<file path="config.mk">
export PLATFORM = sky130hd
export DESIGN_NAME = glitch_corrector
export DESIGN_NICKNAME = d
export VERILOG_FILES = /design/src/rtl/gc_pkg.sv /design/src/rtl/gc_reset_sync.sv /design/src/rtl/gc_event_decode.sv /design/src/rtl/gc_pair_tracker.sv /design/src/rtl/gc_error_form.sv /design/src/rtl/glitch_corrector.sv
export SDC_FILE = /design/constraint.sdc
export NUM_CORES = 1
export LEC_CHECK = 0
export BUFFER_PORTS_ARGS = -buffer_cell sky130_fd_sc_hd__clkbuf_2
export CAP_MARGIN = 20
export CORE_ASPECT_RATIO = 1.4
export CORE_UTILIZATION = 59
export DETAILED_ROUTE_END_ITERATION = 8
export PLACE_DENSITY = 0.85
export SLEW_MARGIN = 20
export SYNTH_ARGS = -nofsm -noshare
export SYNTH_HDL_FRONTEND = slang
export SYNTH_SLANG_ARGS = --single-unit
</file>
<file path="constraint.sdc">
create_clock -name clk -period 1.5 [get_ports clk]
set_clock_uncertainty 0.05 [all_clocks]
set_input_delay 0.225 -clock clk [delete_from_list [all_inputs] [get_ports clk]]
set_output_delay 0.225 -clock clk [all_outputs]
set_load 0.01 [all_outputs]
</file>
<file path="src/rtl/gc_pkg.sv">
package gc_pkg;

  // Pending-correction flag: two's complement, limited to -1, 0, +1
  typedef logic signed [1:0] flag_t;

  localparam flag_t FLAG_NEG  = -2'sd1;
  localparam flag_t FLAG_ZERO = 2'sd0;
  localparam flag_t FLAG_POS  = 2'sd1;

  // Direction of the expected wrap, taken from the fraction MSB
  typedef enum logic {
    DIR_FWD = 1'b0,   // fraction below one half: TDC overflows
    DIR_REV = 1'b1    // fraction at or above one half: TDC underflows
  } wrap_dir_e;

  // Decoded events for one reference cycle
  typedef struct packed {
    logic      locked;
    logic      step;
    logic      wrap;
    wrap_dir_e dir;
  } gc_events_t;

  // Sign of the rules for a direction: +1 forward, -1 reverse
  function automatic flag_t dir_sign(input wrap_dir_e d);
    return (d == DIR_FWD) ? FLAG_POS : FLAG_NEG;
  endfunction

  // Negate a flag value (only ever applied to +1 or -1)
  function automatic flag_t flag_neg(input flag_t f);
    return -f;
  endfunction

endpackage

</file>
<file path="src/rtl/gc_reset_sync.sv">
module gc_reset_sync #(
  parameter int STAGES = 2
) (
  input  logic clk,
  input  logic rst_n,
  output logic rst_sync_n
);

  logic [STAGES-1:0] sync_q;
  logic [STAGES-1:0] sync_d;

  always_comb begin
    sync_d = {sync_q[STAGES-2:0], 1'b1};
  end

  always_ff @(posedge clk or negedge rst_n) begin
    if (!rst_n) begin
      sync_q <= '0;
    end else begin
      sync_q <= sync_d;
    end
  end

  assign rst_sync_n = sync_q[STAGES-1];

endmodule

</file>
<file path="src/rtl/gc_event_decode.sv">
module gc_event_decode
  import gc_pkg::*;
#(
  parameter int CNT_W  = 8,
  parameter int FRAC_W = 4
) (
  input  logic [FRAC_W-1:0] fcw_frac,
  input  logic [CNT_W-1:0]  cnt_err,
  input  logic              tdc_ovf,
  input  logic              tdc_unf,
  output gc_events_t        ev
);

  localparam logic [CNT_W-1:0] CNT_ZERO = '0;
  localparam logic [CNT_W-1:0] CNT_ONE  = CNT_W'(1);

  logic      is_zero;
  logic      is_one;
  wrap_dir_e dir;

  always_comb begin
    is_zero = (cnt_err == CNT_ZERO);
    is_one  = (cnt_err == CNT_ONE);
    dir     = wrap_dir_e'(fcw_frac[FRAC_W-1]);

    ev.dir    = dir;
    ev.locked = is_zero | is_one;
    if (dir == DIR_FWD) begin
      // forward sweep: the counter steps up with an overflow
      ev.step = is_one;
      ev.wrap = tdc_ovf;
    end else begin
      // backward sweep: the counter steps down with an underflow
      ev.step = is_zero;
      ev.wrap = tdc_unf;
    end
  end

endmodule

</file>
<file path="src/rtl/gc_pair_tracker.sv">
module gc_pair_tracker
  import gc_pkg::*;
(
  input  logic       clk,
  input  logic       rst_sync_n,
  input  logic       corr_en,
  input  gc_events_t ev,
  output flag_t      corr_cnt,
  output flag_t      flag_q
);

  flag_t sgn;
  flag_t flag_d;
  logic  lone_wrap;
  logic  lone_step;
  logic  flag_ce;

  always_comb begin
    sgn       = dir_sign(ev.dir);
    lone_wrap = ev.wrap & ~ev.step;
    lone_step = ev.step & ~ev.wrap;
    corr_cnt  = FLAG_ZERO;
    flag_d    = flag_q;

    if (!corr_en) begin
      flag_d = FLAG_ZERO;
    end else if (ev.locked) begin
      if (lone_wrap && (flag_q != flag_neg(sgn))) begin
        // wrap ahead of its counter step: supply the missing count
        corr_cnt = sgn;
        flag_d   = flag_q - sgn;
      end else if (lone_step && (flag_q != sgn)) begin
        // counter step with no wrap: take the count back out
        corr_cnt = flag_neg(sgn);
        flag_d   = flag_q + sgn;
      end
    end

    flag_ce = (flag_d != flag_q);
  end

  always_ff @(posedge clk or negedge rst_sync_n) begin
    if (!rst_sync_n) begin
      flag_q <= FLAG_ZERO;
    end else if (flag_ce) begin
      flag_q <= flag_d;
    end
  end

endmodule

</file>
<file path="src/rtl/gc_error_form.sv">
module gc_error_form
  import gc_pkg::*;
#(
  parameter int CNT_W  = 8,
  parameter int FRAC_W = 4,
  parameter int TDC_W  = FRAC_W + 2,
  parameter int ERR_W  = CNT_W + FRAC_W + 2
) (
  input  logic              clk,
  input  logic              rst_sync_n,
  input  logic [FRAC_W-1:0] fcw_frac,
  input  logic [CNT_W-1:0]  cnt_err,
  input  logic [TDC_W-1:0]  tdc_diff,
  input  flag_t             corr_cnt,
  output logic [ERR_W-1:0]  err_q
);

  localparam int CC_W = CNT_W + 1;

  logic signed [CC_W-1:0]  cnt_fixed;
  logic signed [ERR_W-1:0] frac_ext;
  logic signed [ERR_W-1:0] cnt_ext;
  logic signed [ERR_W-1:0] tdc_ext;
  logic signed [ERR_W-1:0] err_d;

  always_comb begin
    cnt_fixed = CC_W'($signed(cnt_err)) + CC_W'(corr_cnt);
    frac_ext  = ERR_W'({1'b0, fcw_frac});
    cnt_ext   = ERR_W'(cnt_fixed) <<< FRAC_W;
    tdc_ext   = ERR_W'($signed(tdc_diff));
    err_d     = frac_ext - cnt_ext - tdc_ext;
  end

  always_ff @(posedge clk or negedge rst_sync_n) begin
    if (!rst_sync_n) begin
      err_q <= '0;
    end else begin
      err_q <= err_d;
    end
  end

endmodule

</file>
<file path="src/rtl/glitch_corrector.sv">
module glitch_corrector
  import gc_pkg::*;
#(
  parameter  int CNT_W  = 8,
  parameter  int FRAC_W = 4,
  localparam int TDC_W  = FRAC_W + 2,
  localparam int ERR_W  = CNT_W + FRAC_W + 2
) (
  input  logic              clk,
  input  logic              rst_n,
  input  logic              corr_en,
  input  logic [FRAC_W-1:0] fcw_frac,
  input  logic [CNT_W-1:0]  cnt_err,
  input  logic [TDC_W-1:0]  tdc_diff,
  input  logic              tdc_ovf,
  input  logic              tdc_unf,
  output logic [ERR_W-1:0]  err_out,
  output logic [1:0]        corr_flag
);

  logic       rst_sync_n;
  gc_events_t ev;
  flag_t      corr_cnt;
  flag_t      flag_q;

  gc_reset_sync #(.STAGES(2)) u_rst (
    .clk        (clk),
    .rst_n      (rst_n),
    .rst_sync_n (rst_sync_n)
  );

  gc_event_decode #(.CNT_W(CNT_W), .FRAC_W(FRAC_W)) u_dec (
    .fcw_frac (fcw_frac),
    .cnt_err  (cnt_err),
    .tdc_ovf  (tdc_ovf),
    .tdc_unf  (tdc_unf),
    .ev       (ev)
  );

  gc_pair_tracker u_trk (
    .clk        (clk),
    .rst_sync_n (rst_sync_n),
    .corr_en    (corr_en),
    .ev         (ev),
    .corr_cnt   (corr_cnt),
    .flag_q     (flag_q)
  );

  gc_error_form #(
    .CNT_W (CNT_W),
    .FRAC_W(FRAC_W),
    .TDC_W (TDC_W),
    .ERR_W (ERR_W)
  ) u_err (
    .clk        (clk),
    .rst_sync_n (rst_sync_n),
    .fcw_frac   (fcw_frac),
    .cnt_err    (cnt_err),
    .tdc_diff   (tdc_diff),
    .corr_cnt   (corr_cnt),
    .err_q      (err_out)
  );

  assign corr_flag = flag_q;

endmodule

</file>
==> impl_metrics.yaml, run 1 <==
floorplanning:
  ios: 39
  start_util_pct: 62.5
  die_h_um: 67.7
  die_width_um: 48.9
  rows: 23
synthesis:
  syn_avg_cell_area_um2: 8.99
  async_reset_ff_share_pct: 100
  synth_nets: 262
  synth_cell_type_count: 42
  syn-cell-area_um2: 1820
  syn_inst: 202
  synth.yosys.seq_area_share_pct: 24.8
  synth-main-ff-cell: "dfrtp_1"
  yosysWarnings: 0
  synth-edff-count: 0
  synth_seq_cells: 18
place:
  dp_cells: 334
  hpwl_um: 4990
  detailedPlace.worstSlack_ns: -2.82
  gp_congestion: 0.875
  portBuffers: 38
clock_tree:
  clkSinkCount: 18
  cts_root_buffer: "clkbuf_8"
  cts_htree_levels: 1
  cts_resized: 39
  cts_buffer_depth: 2
  ctsHoldBuffers: 1
  cts_setup_buffers: 7
  cts_buffers: 3
status:
  stop_error: "[ERROR DPL-0038] Utilization greater than 100%, impossible to legalize"
  run_status: "aborted with a tool error"
  failing_step: "4_1_cts"
-- synth_stat cells (all sizes together), types with 2 or more instances --
library cell | number | area, um^2
a21o | 4 | 30.0
a21oi | 16 | 83.8
a31o | 2 | 17.5
a31oi | 4 | 25.0
and2 | 4 | 26.3
and3 | 2 | 12.5
dfrtp | 18 | 450
fa | 2 | 40.0
ha | 35 | 438
inv | 20 | 75.1
mux2i | 2 | 20.0
nand2 | 18 | 67.6
nand2b | 2 | 20.0
nand4 | 2 | 12.5
nor2 | 12 | 45.0
nor2b | 5 | 31.3
nor3 | 2 | 10.0
nor4 | 2 | 12.5
o21ai | 11 | 55.1
or3 | 2 | 12.5
or4b | 2 | 20.0
xnor2 | 8 | 70.1
xor2 | 11 | 96.3
-- cell families after synthesis --
group / share of synthesized area, %
XOR/XNOR: 9.16
other: 0.206
AND/OR/NAND/NOR: 15.8
AO/OA/AOI/OAI: 16.3
buffers and inverters: 4.96
multiplexers: 2.55
adder cells (fa/ha/maj): 26.3
flip-flops: 24.8
-- metrics by stage --
| stage | setup TNS (ns) | cell area [um^2] | utilization (%) |
|---|---|---|---|
| global placement | -21.88 | 2680 | 92.2 |
| floorplan | -21.07 | 2020 | - |
| detailed placement | -23.89 | 2680 | 92.2 |
==> run 2, diff against run 1 <==
Settings changed: CORE_ASPECT_RATIO 1.4 to default, CORE_UTILIZATION 59 to 40, PLACE_DENSITY 0.85 to default, PLACE_DENSITY_LB_ADDON from default to 0.15.
==> run 2 against run 1 <==
  * The flow now finishes, with violations (setup timing)
  * Area after synthesis did not move
  * Synthesized cell count did not move
==> impl_metrics.yaml, run 2 <==
status:
  run_status: "finished with violations"
  violations: "setup timing"
cells_and_area:
  multiInputGateArea_um2: 1680
  seq_area_um2: 452
  layout_common_cells: "66 x buf_4, 38 x clkbuf_2, 18 x inv_1"
  num-nets-final: 378
  drive_above_1_share_pct: 55.2
  n_fill_cell: 320
  top_register: "u_err.err_q"
  largest_reg_flops: 14
  syn_to_final_growth_pct: 71.1
  layout_commonest_cell: "buf_4"
  n_antenna_cell: 0
  design_area_um2: 3110
  largestRegisters: "u_err.err_q: 14 flops, u_rst.sync_q: 2 flops, u_trk.flag_q: 2 flops"
drt:
  drc_errors: 0
  finalWirelength_um: 4650
  ant_nets: 0
  drt_pre_antenna_iters: 6
  via_per_inst: 4.98
  drtIter0Drc: 52
  wl_per_cell_um: 12.6
  vias: 1838
timing:
  timing.final.ws_setup_ns: -2.57
  rsz0062_at_grt: "yes"
  hold_viol_final: 0
  period_minus_slack_ns: 4.07
  finalMaxSlewViolations: 0
  final-setup-viol-count: 12
  period_share_pct: 271
  clock.fmax_mhz: 246
floorplanning:
  die_h_um: 69.4
  ios: 39
  rows: 24
  dieArea_um2: 4820
  start_util_pct: 41.7
  coreArea_um2: 4350
  die_width_um: 69.4
clock_tree:
  clkSinkCount: 18
  clk_latency_ns: 0.25
  cts_buffer_depth: 2
  cts_root_buffer: "clkbuf_8"
  cts_htree_levels: 1
  clk_pin_slew_worst_paths_ns: 0.07
  cts_buffers: 3
  cts_tree: "done"
power_and_ir_drop:
  pwr-share-clk_pct: 18.6
  ir_worst_vdd_mv: 0.550
  swShare_pct: 33.5
  switching_power_w: 0.000721
  p_int_w: 0.00143
  p_seq_share_pct: 28.6
  leakagePower_nw: 1.53
  power_density_nw_per_um2: 693
  p_comb_share_pct: 52.7
min_path:
  hp-class: "flop to async pin"
synthesis:
  syn_inst: 202
  synth_area_leaders: "dfrtp_1 25%, ha_1 24%, xor2_1 5.3%"
  synth_seq_cells: 18
  synth_top_area_share_pct: 24.8
  synth-main-ff-cell: "dfrtp_1"
  syn-cell-area_um2: 1820
  synth.most_common_cell: "ha_1"
  yosysWarnings: 0
  synth_top_cell_by_area: "dfrtp_1"
  syn_avg_cell_area_um2: 8.99
  synth.yosys.seq_area_share_pct: 24.8
  synth_nets: 262
  synth_common_cells: "35 x ha_1, 20 x inv_1, 18 x dfrtp_1, 18 x nand2_1, 15 x a21oi_1"
  synth-edff-count: 0
  async_reset_ff_share_pct: 100
  synth_cell_type_count: 42
place:
  dpl-instance-area_um2: 2740
  hpwl_um: 3470
  detailedPlace.worstSlack_ns: -2.69
  gp_congestion: 0.769
  portBuffers: 38
global_routing:
  antenna_found_initial: 0
  track_usage_pct: 19.6
  grt_max_degree: 17
  grt_pass1_wl_um: 7730
  grt_overflow_total: 0
  grt_pass1_vias: 1846
worst_setup_path:
  r2r_slack_ns: -2.57
  endpoint_kind: "flop"
  criticalPathCategory: "flop to flop"
  cp-start-kind: "flop"
  r2r-end: "u_err.err_q[12]"
  reg2reg_depth: 18
  reg2reg_from: "u_trk.flag_q[1]"
  critPathArrivalTime_ns: 4.16
  path_max_fanout: 4
  cp_data_required_time_ns: 1.59
run:
  maxCapViolCount: 0
-- run 2: worst max path at each step --
stage                     slack [ns]         endpoint             from  depth (start not counted)
after floorplan                -2.50  u_err.err_q[12]  u_trk.flag_q[1]                         18
after global placement         -2.56  u_err.err_q[12]  u_trk.flag_q[1]                         17
after detailed placement       -2.69  u_err.err_q[13]  u_trk.flag_q[1]                         19
after CTS                      -2.59  u_err.err_q[13]  u_trk.flag_q[1]                         20
after global routing           -2.77  u_err.err_q[11]  u_trk.flag_q[1]                         22
final                          -2.57  u_err.err_q[12]  u_trk.flag_q[1]                         18
-- run 2: critical path: stages (launching register included) --
cell and delay [ns]:
dfrtp_1 0.41, xnor2_2 0.17, ha_2 0.23, nor2_1 0.04
mux4_2 0.47, and3_4 0.18, nor2b_4 0.14, fa_2 0.36
a21o_1 0.17, a21oi_2 0.17, o21bai_1 0.08, a211o_1 0.26
nand2_2 0.07, ha_4 0.20, ha_4 0.24, or3_4 0.39
o21ai_2 0.06, a31oi_1 0.07, xor2_1 0.17
-- run 2: through the flow --
step	TNS, ns	cells	total power (W)	util [%]	hold slack, ns
after floorplan	-21.07	202	0.00118	-	-0.121
after global placement	-22.37	355	0.00156	63.0	-0.0380
after detailed placement	-23.27	355	0.00158	63.0	-0.0391
after CTS	-21.87	366	0.00211	68.9	0.148
after global routing	-23.62	369	0.00231	71.4	0.170
final	-21.81	369	0.00215	71.4	0.138
-- run 2: routing by layer --
layer	part of all wire [%]	up-vias	GRT usage, %	wire [um]
li1	-	940	-	-
met1	44	862	23.4	2040
met2	53	31	36.1	2460
met3	2.5	5	3.63	115
met4	0.69	0	4.08	32
met5	0	-	0	0
-- run 2: logic make-up after synthesis --
logic type,count (synthesis),synth area share (%)
AOI/OAI and AO/OA,47,16.3
xor gates and xnor gates,19,9.16
adders and majority gates,37,26.3
buffers and inverters,22,4.96
DFF,18,24.8
muxes,3,2.55
other,1,0.206
and+or+nand+nor,55,15.8
-- run 2: area by class of cell --
| type | instances | share of cell area (%) |
|---|---|---|
| Clock buffer | 4 | 1.77 |
| Sequential cell | 18 | 14.5 |
| Timing Repair Buffer | 113 | 25.3 |
| Multi-Input combinational cell | 162 | 53.9 |
| Inverter | 20 | 2.42 |
| Tap cell | 52 | 2.09 |
-- run 2: power by group through the flow --
stage / Clock (W) / Sequential [W] / Combinational, W
3_5_place_dp: 0 / 0.000628 / 0.000952
5_1_grt: 0.000446 / 0.000628 / 0.00124
3_3_place_gp: 0 / 0.000625 / 0.000937
2_1_floorplan: 0 / 0.000692 / 0.000492
4_1_cts: 0.000417 / 0.000618 / 0.00107
6_report: 0.000401 / 0.000617 / 0.00114
-- run 2: repair_timing --
action / 4_1_cts / 5_1_grt
setup buffers: 6 / 3
hold buffers: 1 / 0
resized for setup: 27 / 15
pin swaps: 31 / 13
endpoints found under the hold margin: 2 / 0
setup endpoints to repair: 12 / 12
Power figures use the tool's default switching activity.
==> run 3, diff against run 2 <==
Settings changed: ABC_AREA from default to 1, CAP_MARGIN 20 to 30, CTS_BUF_LIST from default to sky130_fd_sc_hd__clkbuf_2 sky130_fd_sc_hd__clkbuf_4 sky130_fd_sc_hd__clkbuf_8.
==> run 3 against run 2 <==
  * The flow still finishes with violations (setup timing)
  * Highest routed layer unchanged
  * Setup slack gained 0.28 ns
  * Hold slack gained 0.0062 ns
  * Critical endpoint is now u_err.err_q[10]
  * Power increased by 3.9%
  * Die area is 2.5% higher
  * Count of clock-buffer cells in the layout unchanged
  * Via count increased by 5.2%
  * Sequential share of layout area fell by 0.78 points
  * Sequential power rose by 0.6%
  * Largest cell class unchanged
==> impl_metrics.yaml, run 3 <==
status:
  run_status: "finished with violations"
  violations: "setup timing"
cells_and_area:
  largestRegisters: "u_err.err_q: 14 flops, u_rst.sync_q: 2 flops, u_trk.flag_q: 2 flops"
  syn_to_final_growth_pct: 75.7
  top_register: "u_err.err_q"
  largest_reg_flops: 14
  n_antenna_cell: 0
  num-nets-final: 412
  final_cells: 403
  drive_above_1_share_pct: 57.0
  design_area_um2: 3280
  layout_common_cells: "59 x buf_4, 38 x clkbuf_2, 37 x inv_1"
  layout_commonest_cell: "buf_4"
clock_tree:
  clk_latency_ns: 0.26
  cts_htree_levels: 1
  cts_root_buffer: "clkbuf_8"
  clk_pin_slew_worst_paths_ns: 0.07
  cts_buffers: 3
  cts_buffer_depth: 2
  clkSinkCount: 18
  cts_tree: "done"
drt:
  drt_pre_antenna_iters: 4
  finalWirelength_um: 5300
  ant_nets: 0
  via_per_inst: 4.80
  drtIter0Drc: 49
  drc_errors: 0
  vias: 1934
  wl_per_cell_um: 13.2
power_and_ir_drop:
  power_density_nw_per_um2: 683
  leakagePower_nw: 1.69
  finalPower_w: 0.00224
  ir_worst_vdd_mv: 0.707
place:
  hpwl_um: 3640
  portBuffers: 38
  dp_cells: 382
  gp_congestion: 0.932
  dpl-instance-area_um2: 2710
worst_setup_path:
  criticalPathCategory: "flop to flop"
  reg2reg_depth: 25
  critPathArrivalTime_ns: 3.93
  endpoint_kind: "flop"
  cp-start-kind: "flop"
  path_max_fanout: 6
  cp_data_required_time_ns: 1.64
synthesis:
  synth-main-ff-cell: "dfrtp_1"
  synth_cell_type_count: 29
  syn_avg_cell_area_um2: 7.77
  synth.most_common_cell: "nand2_1"
  synth.yosys.seq_area_share_pct: 24.2
  async_reset_ff_share_pct: 100
  synth_area_leaders: "dfrtp_1 24%, ha_1 23%, nand2_1 9.3%"
  synth_top_cell_by_area: "dfrtp_1"
  syn_inst: 240
  synth-edff-count: 0
  synth_nets: 300
  synth_top_area_share_pct: 24.2
  synth_common_cells: "46 x nand2_1, 43 x inv_1, 35 x ha_1"
  yosysWarnings: 0
  syn-cell-area_um2: 1860
  synth_seq_cells: 18
floorplanning:
  start_util_pct: 42.2
  die_width_um: 70.3
  ios: 39
  dieArea_um2: 4940
  coreArea_um2: 4410
  die_h_um: 70.3
  rows: 24
global_routing:
  track_usage_pct: 19.8
  grt_max_degree: 17
  grt_overflow_total: 0
  grt_pass1_wl_um: 7940
  antenna_found_initial: 0
  grt_pass1_vias: 1846
min_path:
  hp-class: "flop to async pin"
timing:
  period_share_pct: 252
  whs_ns: 0.144
  final-setup-viol-count: 12
  rsz0062_at_grt: "yes"
  hold_viol_final: 0
  timing.final.ws_setup_ns: -2.29
  finalMaxSlewViolations: 0
  clock.fmax_mhz: 264
  period_minus_slack_ns: 3.79
run:
  maxCapViolCount: 0
==> run 3: layout make-up <==
type	count	area, um^2
Sequential cell	18	450
Multi-Input combinational cell	177	1790
Tap cell	52	65.1
Timing Repair Buffer	107	744
Inverter	45	169
Clock buffer	4	55.1
Fill cell	302	1140
==> run 3: metal layers <==
| layer | part of all wire (%) | up-vias | track usage, % |
|---|---|---|---|
| met5 | 0 | - | 0 |
| met4 | 0.11 | 0 | 2.44 |
| met3 | 2.6 | 2 | 3.17 |
| met2 | 52 | 30 | 35.2 |
| met1 | 45 | 904 | 25.6 |
| li1 | - | 998 | - |
==> run 3: final timing paths <==
kind	from	end	slack, ns
worst max-delay path	u_trk.flag_q[1]	u_err.err_q[10]	-2.29
worst min-delay path	u_rst.sync_q[1]	u_err.err_q[3]	0.14
worst max register to register	u_trk.flag_q[1]	u_err.err_q[10]	-2.29
worst min register to register	u_rst.sync_q[1]	u_err.err_q[3]	0.14
max in group asynchronous	u_rst.sync_q[1]	u_err.err_q[13]	1.07
min in group clk	fcw_frac[1]	u_err.err_q[0]	0.21
==> run 3: report_power, final <==
| group | total, W | leakage, nW | switching, W | internal, W |
|---|---|---|---|---|
| logic | 0.00120 | 1.45 | 0.000610 | 0.000593 |
| clock network | 0.000415 | 0.0288 | 0.000181 | 0.000234 |
| registers | 0.000621 | 0.214 | 0.0000297 | 0.000591 |
| total | 0.00224 | 1.69 | 0.000820 | 0.00142 |
==> run 3: cell families (layout without fill, tap and decap cells) <==
kind of cell / after synthesis / in the layout / synth area share, %
xor gates and xnor gates: 20 / 20 / 9.40
buffers and inverters: 45 / 156 / 9.06
and+or+nand+nor: 92 / 92 / 23.4
DFF: 18 / 18 / 24.2
other: 1 / 1 / 0.201
adders and majority gates: 37 / 37 / 25.6
AOI/OAI and AO/OA: 27 / 27 / 8.12
==> run 3: timing repair <==
item	4_1_cts	5_1_grt
resized for setup	26	59
hold buffers	1	0
buffers inserted	7	12
hold endpoints to repair	2	0
pin swaps	30	56
setup endpoints to repair	12	13
==> run 3: stage by stage <==
stage,util [%],setup TNS (ns),setup slack [ns]
2_1_floorplan,-,-16.59,-2.02
3_3_place_gp,61.5,-18.34,-2.11
3_5_place_dp,61.5,-19.33,-2.20
4_1_cts,66.5,-18.49,-2.12
5_1_grt,74.2,-22.45,-2.52
6_report,74.2,-20.11,-2.29
==> run 3: critical path, stage by stage (launching register included) <==
cell,delay (ns)
dfrtp_1,0.41
xnor2_2,0.17
buf_4,0.15
ha_4,0.14
inv_1,0.05
nand4_1,0.13
nand2_4,0.10
nand2_4,0.05
nor2_4,0.10
and2_4,0.20
ha_4,0.23
a21oi_2,0.13
nand2_2,0.08
nand2_2,0.07
nand2_2,0.05
a21oi_2,0.15
xor2_1,0.19
ha_2,0.32
ha_4,0.33
nand2_4,0.07
buf_4,0.13
buf_6,0.10
inv_2,0.03
nand2_1,0.05
nand2_1,0.09
xor2_1,0.14
